$ cat src/rtl/ffld_pkg.sv
package ffld_pkg;
  typedef enum logic [1:0] {
    ST_IDLE = 2'd0,
    ST_REQ  = 2'd1,
    ST_WAIT = 2'd2
  } ffld_state_e;
endpackage

$ cat src/rtl/ffld_addr_gen.sv
module ffld_addr_gen #(
  parameter int AW = 32
) (
  input  logic          clk,
  input  logic          rst_n,
  input  logic          load,
  input  logic          step,
  input  logic [AW-1:0] base,
  input  logic [AW-1:0] stride,
  output logic [AW-1:0] addr
);
  logic [AW-1:0] stride_q;

  always_ff @(posedge clk) begin
    if (!rst_n) begin
      addr     <= '0;
      stride_q <= '0;
    end else if (load) begin
      addr     <= base;
      stride_q <= stride;
    end else if (step) begin
      addr <= addr + stride_q;
    end
  end
endmodule

$ cat src/rtl/ffld_ctrl.sv
module ffld_ctrl
  import ffld_pkg::*;
#(
  parameter int CW = 8
) (
  input  logic          clk,
  input  logic          rst_n,
  input  logic          start,
  input  logic [CW-1:0] start_count,
  output logic          mreq_valid,
  input  logic          mreq_ready,
  input  logic          mrsp_valid,
  output logic          mrsp_ready,
  input  logic          mrsp_fault,
  output logic          load,
  output logic          step,
  output logic          rf_we,
  output logic [CW-1:0] rf_idx,
  output logic          done,
  output logic          trap,
  output logic [CW-1:0] vlen
);
  ffld_state_e   state;
  logic [CW-1:0] idx_q;
  logic [CW-1:0] cnt_q;
  logic          rsp_take;
  logic          last_elem;

  assign mreq_valid = (state == ST_REQ);
  assign mrsp_ready = (state == ST_WAIT);
  assign rsp_take   = mrsp_ready && mrsp_valid;
  assign last_elem  = (CW'(idx_q + 1'b1) == cnt_q);
  assign load       = (state == ST_IDLE) && start;
  assign step       = rsp_take && !mrsp_fault && !last_elem;
  assign rf_we      = rsp_take && !mrsp_fault;
  assign rf_idx     = idx_q;

  always_ff @(posedge clk) begin
    if (!rst_n) begin
      state <= ST_IDLE;
      idx_q <= '0;
      cnt_q <= '0;
      done  <= 1'b0;
      trap  <= 1'b0;
      vlen  <= '0;
    end else begin
      done <= 1'b0;
      trap <= 1'b0;
      unique case (state)
        ST_IDLE: if (start) begin
          idx_q <= '0;
          cnt_q <= start_count;
          if (start_count == '0) begin
            done <= 1'b1;
            vlen <= '0;
          end else begin
            state <= ST_REQ;
          end
        end
        ST_REQ: if (mreq_ready) state <= ST_WAIT;
        ST_WAIT: if (mrsp_valid) begin
          if (mrsp_fault) begin
            state <= ST_IDLE;
            vlen  <= idx_q;
            if (idx_q == '0) trap <= 1'b1;
            else             done <= 1'b1;
          end else if (last_elem) begin
            state <= ST_IDLE;
            done  <= 1'b1;
            vlen  <= cnt_q;
          end else begin
            idx_q <= idx_q + 1'b1;
            state <= ST_REQ;
          end
        end
        default: state <= ST_IDLE;
      endcase
    end
  end

  assert_done_pulse_R8: assert property (@(posedge clk) disable iff (!rst_n)
    done |=> !done);
  assert_trap_pulse_R8: assert property (@(posedge clk) disable iff (!rst_n)
    trap |=> !trap);
  assert_vlen_hold_R8: assert property (@(posedge clk) disable iff (!rst_n)
    (!done && !trap) |-> $stable(vlen));
  assert_trap_not_done_R3: assert property (@(posedge clk) disable iff (!rst_n)
    trap |-> (!done && vlen == '0));
  assert_len_bound_R4: assert property (@(posedge clk) disable iff (!rst_n)
    done |-> (vlen <= cnt_q));
endmodule

$ cat src/rtl/ffld_seq.sv
module ffld_seq #(
  parameter int AW = 32,
  parameter int DW = 32,
  parameter int CW = 8
) (
  input  logic          clk,
  input  logic          rst_n,
  input  logic          start,
  input  logic [AW-1:0] start_base,
  input  logic [AW-1:0] start_stride,
  input  logic [CW-1:0] start_count,
  output logic          mreq_valid,
  input  logic          mreq_ready,
  output logic [AW-1:0] mreq_addr,
  input  logic          mrsp_valid,
  output logic          mrsp_ready,
  input  logic [DW-1:0] mrsp_data,
  input  logic          mrsp_fault,
  output logic          rf_we,
  output logic [CW-1:0] rf_idx,
  output logic [DW-1:0] rf_wdata,
  output logic          done,
  output logic          trap,
  output logic [CW-1:0] vlen
);
  logic load, step;

  ffld_ctrl #(.CW(CW)) u_ctrl (
    .clk(clk), .rst_n(rst_n), .start(start), .start_count(start_count),
    .mreq_valid(mreq_valid), .mreq_ready(mreq_ready),
    .mrsp_valid(mrsp_valid), .mrsp_ready(mrsp_ready), .mrsp_fault(mrsp_fault),
    .load(load), .step(step), .rf_we(rf_we), .rf_idx(rf_idx),
    .done(done), .trap(trap), .vlen(vlen)
  );

  ffld_addr_gen #(.AW(AW)) u_addr (
    .clk(clk), .rst_n(rst_n), .load(load), .step(step),
    .base(start_base), .stride(start_stride), .addr(mreq_addr)
  );

  assign rf_wdata = mrsp_data;

  assert_one_outstanding_R1: assert property (@(posedge clk) disable iff (!rst_n)
    (mreq_valid && mreq_ready) |=> !mreq_valid);
  assert_req_hold_R9: assert property (@(posedge clk) disable iff (!rst_n)
    (mreq_valid && !mreq_ready) |=> (mreq_valid && $stable(mreq_addr)));
  assert_no_fault_write_R5: assert property (@(posedge clk) disable iff (!rst_n)
    rf_we |-> (!mrsp_fault && mrsp_valid));
  assert_no_req_when_ready_R1: assert property (@(posedge clk) disable iff (!rst_n)
    mrsp_ready |-> !mreq_valid);
endmodule

$ cat config.mk
export PLATFORM = sky130hd
export DESIGN_NAME = ffld_seq
export DESIGN_NICKNAME = d
export VERILOG_FILES = /design/src/rtl/ffld_pkg.sv /design/src/rtl/ffld_addr_gen.sv /design/src/rtl/ffld_ctrl.sv /design/src/rtl/ffld_seq.sv
export SDC_FILE = /design/constraint.sdc
export NUM_CORES = 1
export LEC_CHECK = 0
export ABC_AREA = 1
export BUFFER_PORTS_ARGS = -buffer_cell sky130_fd_sc_hd__buf_2
export CORE_MARGIN = 3
export CORE_UTILIZATION = 52
export DETAILED_ROUTE_END_ITERATION = 10
export PLACE_DENSITY = 0.79
export SLEW_MARGIN = 20
export SYNTH_ARGS = -nofsm -noshare
export SYNTH_HDL_FRONTEND = slang
export SYNTH_HIERARCHICAL = 1
export SYNTH_SLANG_ARGS = --single-unit
$ cat constraint.sdc
create_clock -name clk -period 3.1 [get_ports clk]
set_clock_uncertainty 0.2 [all_clocks]
set_input_delay 0.775 -clock clk [delete_from_list [all_inputs] [get_ports clk]]
set_output_delay 0.775 -clock clk [all_outputs]
set_load 0.01 [all_outputs]
# Word-level counts from Yosys, hierarchy flattened
# Cells that the tools add are included.
[word_totals]
output_inout_bits = 85
word_cells = 65
register_bits = 92
[classes]
reduce_logical = 16
n_eq_ne = 11
add_sub_neg = 2
mux = 28
[ops]
columns = ["operator", "count"]
rows = [
  ["2-to-1 mux 8 bit", 9],
  ["2-to-1 mux 32 bit", 2],
  ["adder 32 bit", 1],
  ["one-hot mux 8 bit (2 select lines)", 2],
  ["zero test 8 bit", 2],
  ["!= test 2 bit (second input constant)", 6],
  ["2-to-1 mux 2 bit", 5],
  ["AND reduction 5 bit", 2],
  ["adder 8 x 1 -> 8 bit (second input constant)", 1],
  ["equality test 8 bit", 1],
  ["2-to-1 mux 1 bit", 8],
  ["AND reduction 4 bit", 2],
  ["one-hot mux 2 bit (3 select lines)", 1],
  ["logical AND 1 bit", 4],
  ["nonzero test 2 bit", 2],
  ["!= test 3 bit (second input constant)", 1],
  ["equality test 2 x 1 -> 1 bit (second input constant)", 1],
  ["equality test 2 bit (second input constant)", 1],
  ["zero test 1 bit", 2],
  ["zero test 2 bit", 1],
  ["!= test 2 x 1 -> 1 bit (second input constant)", 1],
  ["one-hot mux 1 bit (2 select lines)", 1],
  ["AND reduction 2 bit", 1],
]

# Depth between registers and ports, before layout
[logic_depth]
depth_word = 6
depth_mapped = 18
depth_no_buf = 18

# Modules after synthesis
# Netlist, hierarchy kept.
[modules_own_cells]
columns = ["module", "cells_per_inst", "area_per_inst_um2", "n_inst"]
rows = [
  ["ffld_addr_gen", 779, 4750.8, 1],
  ["ffld_ctrl", 256, 1585.3, 1],
  ["ffld_seq", 32, 240.2, 1],
]

# Least setup slack after synthesis
# Ideal clock, no wire load.
[synth_timing]
path_type = "register to register"
startpoint = "register u_ctrl.idx_q[0] (netlist: u_ctrl/rf_idx[0])"
endpoint = "register u_addr.addr[10]"
path_buffers = 1
required_ns = 2.830
stages_incl_launch_ff = 13
arrival_ns = 2.261
path_slack_ns = 0.569
setup_time_ns = 0.070
cell_sequence = "dfxtp_1 > inv_1 > ha_1 > xnor2_1 > nand3_1 > nor2_1 > nand3_1 > nand2_1 > inv_1 > nor2_1 > clkbuf_1 > a22oi_1 > a21oi_1"
[synth_between]
elab_chain_len = 5
[synth_rtl]
columns = ["item", "line", "rtl"]
rows = [
  ["start, declared", "ffld_ctrl.sv:24", "logic [CW-1:0] idx_q;"],
  ["start signal, assigned", "ffld_ctrl.sv:72", "idx_q <= idx_q + 1'b1;"],
  ["adder 8 x 1 -> 8 bit", "ffld_ctrl.sv:32", "assign last_elem = (CW'(idx_q + 1'b1) == cnt_q);"],
  ["equality test 8 bit", "ffld_ctrl.sv:32", ""],
  ["zero test 1 bit", "ffld_ctrl.sv:34", "assign step = rsp_take && !mrsp_fault && !last_elem;"],
  ["logical AND 1 bit", "ffld_ctrl.sv:34", ""],
  ["net step", "ffld_seq.sv:26", "logic load, step;"],
  ["nonzero test 2 bit (no line)", "-", ""],
  ["end signal, assigned", "ffld_addr_gen.sv:19", "addr <= base;"],
  ["end signal, assigned", "ffld_addr_gen.sv:22", "addr <= addr + stride_q;"],
  ["end, declared", "ffld_addr_gen.sv:10", "output logic [AW-1:0] addr"],
]
# The timed path passes the listed nets, and every way through them passes these cells.
# A chain may end at the register's enable or synchronous reset.

# Worst setup path after layout
[layout_timing]
startpoint = "register u_ctrl.idx_q[0] (netlist: u_ctrl/rf_idx[0])"
endpoint = "register u_addr.addr[19]"
# Same word-level chain as after synthesis.

==> results.md <==
* CTS tree: built
* Hold crit path type: flip-flop to flip-flop
* Final hold violation count at 0
* MaxCap Viol Count at 0
* Startpoint types: flip-flop
* Clock Tree Buf Depth at 2
* Die area at 14000 µm²
* Synth Area in Adders at 6.58%
* Fin nets at 1308
* WL per Instance at 13.5 µm
* VDD IR max at 0.364 mV
* RSZ-0062 raised after global routing: no
* Row count at 40
* Max incr delay on CP at 0.48 ns
* Post-synthesis register bit count at a little over 90
* Slowest-stage cell, CP: dfxtp_1
* Synth Flop Type: dfxtp_1
* Port Buffers at between 100 and 150
* Slew Limit Fails at 0
* Status: completed
* Total of fill cells in the finished design at ~1200
* Post-synth cell types at 40
* Power per Cell Area at 480 nW/µm²
* First-pass GRT wire length at 29.9 mm
* Post-synthesis compound-gate area fraction at about an eighth
* Clock H-tree levels at 3
* Synth async-reset ratio at 0%
* Detail Placement HPWL at about 14 mm
* Detailed Route WL at 18.1 mm
* CP Capture Type: flip-flop
* Slew @ Worst Pin at between 0.6 and 0.7 ns
* Largest family of logic cells by synthesized area: simple AND/OR/NAND/NOR gates
* Mux cell area share after synthesis at 0%
* Antenna violations before repair at 0
* 1st-iter DRT viols at between 500 and 600
* Fraction of layout cells with a size suffix above 1 at between 10% and 20%
* Total CTS buffers at 9
* Clk slew on worst S/H paths at 0.07 ns
* XOR/XNOR share of the synthesized area at ~1.5%
* Fmax at approximately 0.38 GHz
* Clock period minus worst slack at 2.65 ns
* Placed Instance Area at about 7200 µm²
* EDFF count, synth at 0
* Worst EP arrival at 2.72 ns
* Syn Area/Cell at 6.16 µm²
* Detailed-route via count at 6798
* Most frequent cell after synthesis: nand2_1
* Gr usage total at 25.8%
* Slew HR at 59.7%
* Synth area leader: dfxtp_1
* Critical Path Fanout Max at 17
* Die width at ~120 µm
* GP Congestion at about 0.97
* Worst skew pair latency at approximately 0.35 ns
* Total gr overflow at 0
* Register area share after synthesis at 28.0%
* LEAKAGE at 4.10 nW
* Root Driver: clkbuf_16
* ANT nets after route at 0
* Mapped Cells at 1067
* Post-synthesis simple-gate area fraction at 35.9%
* Vias per cell at 5.08
* Starting Density at 54.1%
* Num ports at 195
* N_diodes at 0
* Critical path required time at 3.17 ns
* Setup CP Type: flip-flop to flip-flop
* Setup violators final at 0
* DRC viols at 0
* Share of the synthesized area in the top cell type at 28.0%
* Clock sinks at 92
* Largest cells by area after synthesis: dfxtp_1 (28%), nand2_1 (18%), inv_1 (8.9%)
* Vias in the first global route at ~6300
* Mapped cell area at between 6000 and 7000 µm²
* Core Region at 12200 µm²
* Final Non-Filler Cells at 1337
* Post-Syn Nets at roughly 1200
* Layout area overhead at 13.9%
* Placed Cells incl. Taps at around 1300
* Final Cell Area at 7490 µm²
* Die Span Y at 118 µm
* Worst-path cell chain: inv_1 > ha_1 > xnor2_1 > nand3_1 > nor2_1 > nand3_1 > nand2_1 > inv_1 > nor2_2 > buf_4 > a22oi_1 > a21oi_1
* Synth cell count leaders: nand2_1 (309), inv_1 (156), nor2_1 (137)
* Final period util at 85.6%
* Yosys warns at 6
* Largest net degree at the start of global routing at 35
* Initial DRT Pass Iterations at 5
## layer usage
layer | routed length (µm) | track usage, %
met3 | 1190 | 5.36
met4 | 304 | 7.53
met1 | 7790 | 32.2
met2 | 8780 | 44.7
met5 | 0 | 0
## final cells by class
class | instances | area [µm²] | share of cell area (%)
multi-input combinational | 760 | 3770 | 50.4
sequential | 92 | 1840 | 24.6
timing repair buffer | 143 | 748 | 9.99
inverter | 158 | 594 | 7.93
clock buffer | 12 | 267 | 3.56
tap | 168 | 210 | 2.81
clock inverter | 4 | 55.1 | 0.735
## cell usage in the layout (no fill, tap or decap), drive strengths merged
master / Yosys / final
inv: 157 / 158
or2: 1 / 1
xnor2: 2 / 2
and2: 3 / 3
a21oi: 57 / 57
a21o: 1 / 1
o21ai: 56 / 56
a211oi: 1 / 1
o22ai: 7 / 7
a22oi: 23 / 23
bufinv: 0 / 1
o21bai: 2 / 2
clkbuf: 25 / 12
dfxtp: 92 / 92
fa: 1 / 1
nand3b: 3 / 3
nor4: 3 / 3
ha: 33 / 33
xor2: 9 / 9
nand4: 13 / 13
buf: 33 / 143
nor2: 149 / 150
clkinv: 1 / 2
clkinvlp: 0 / 1
nand2: 319 / 319
a31oi: 7 / 7
nor3: 4 / 4
nand3: 65 / 65
## worst max-delay path, delay by kind of cell, from the launching register on
| kind | cells | cell delay (ns) |
|---|---|---|
| AOI/OAI and AO/OA | 2 | 0.30 |
| xor gates and xnor gates | 1 | 0.14 |
| adders and majority gates | 1 | 0.34 |
| buffers and inverters | 3 | 0.46 |
| DFF | 1 | 0.48 |
| and+or+nand+nor | 5 | 0.62 |
## flip-flops by register name, summed over array words and instances (netlist names)
| signal | cells |
|---|---|
| u_addr/stride_q | 32 |
| u_ctrl/state | 2 |
| u_ctrl/vlen | 8 |
| u_ctrl/done | 1 |
| u_ctrl/trap | 1 |
| u_ctrl/rf_idx | 8 |
| u_ctrl/cnt_q | 8 |
| u_addr/addr | 32 |
## cells by family (layout without fill, tap and decap cells)
family | Yosys count | in the layout
buffers and inverters | 216 | 317
and+or+nand+nor | 560 | 561
AOI/OAI and AO/OA | 154 | 154
DFF | 92 | 92
adders and majority gates | 34 | 34
xor gates and xnor gates | 11 | 11
## timing repair
action / in CTS / in global routing
pin swaps: 1 / 1
endpoints found under the setup margin: 5 / 11
hold buffers: 0 / 0
buffers inserted: 0 / 1
gates resized for setup: 0 / 1
gates cloned: 1 / 0
## through the flow
stage                     power (mW)  hold slack (ns)  setup slack, ns  util [%]  TNS (ns)
final                           3.60            0.277            0.447      61.6         0
after detailed placement        2.44            0.267         -0.00735      58.8   -0.0142
after floorplan                 2.17            0.264            0.569         -         0
after global placement          2.43            0.263           0.0774      58.8         0
after global routing            3.82            0.312            0.157      61.6         0
after CTS                       3.62            0.282            0.201      61.5         0
## path summary, 6_finish.rpt
check                                 startpoint               to  slack, ns  cells past startpoint
worst min register to register    u_ctrl/vlen[0]   u_ctrl/vlen[0]       0.28                      2
worst max-delay path            u_ctrl/rf_idx[0]  u_addr/addr[19]       0.45                     12
worst max register to register  u_ctrl/rf_idx[0]  u_addr/addr[19]       0.45                     12
worst min-delay path              u_ctrl/vlen[0]   u_ctrl/vlen[0]       0.28                      2
## power breakdown
part / switching (mW) / internal (mW)
clock network: 0.475 / 0.695
registers: 0.0976 / 1.31
logic: 0.642 / 0.378
total: 1.21 / 2.38
No activity file was read; power rests on OpenSTA's default activity.
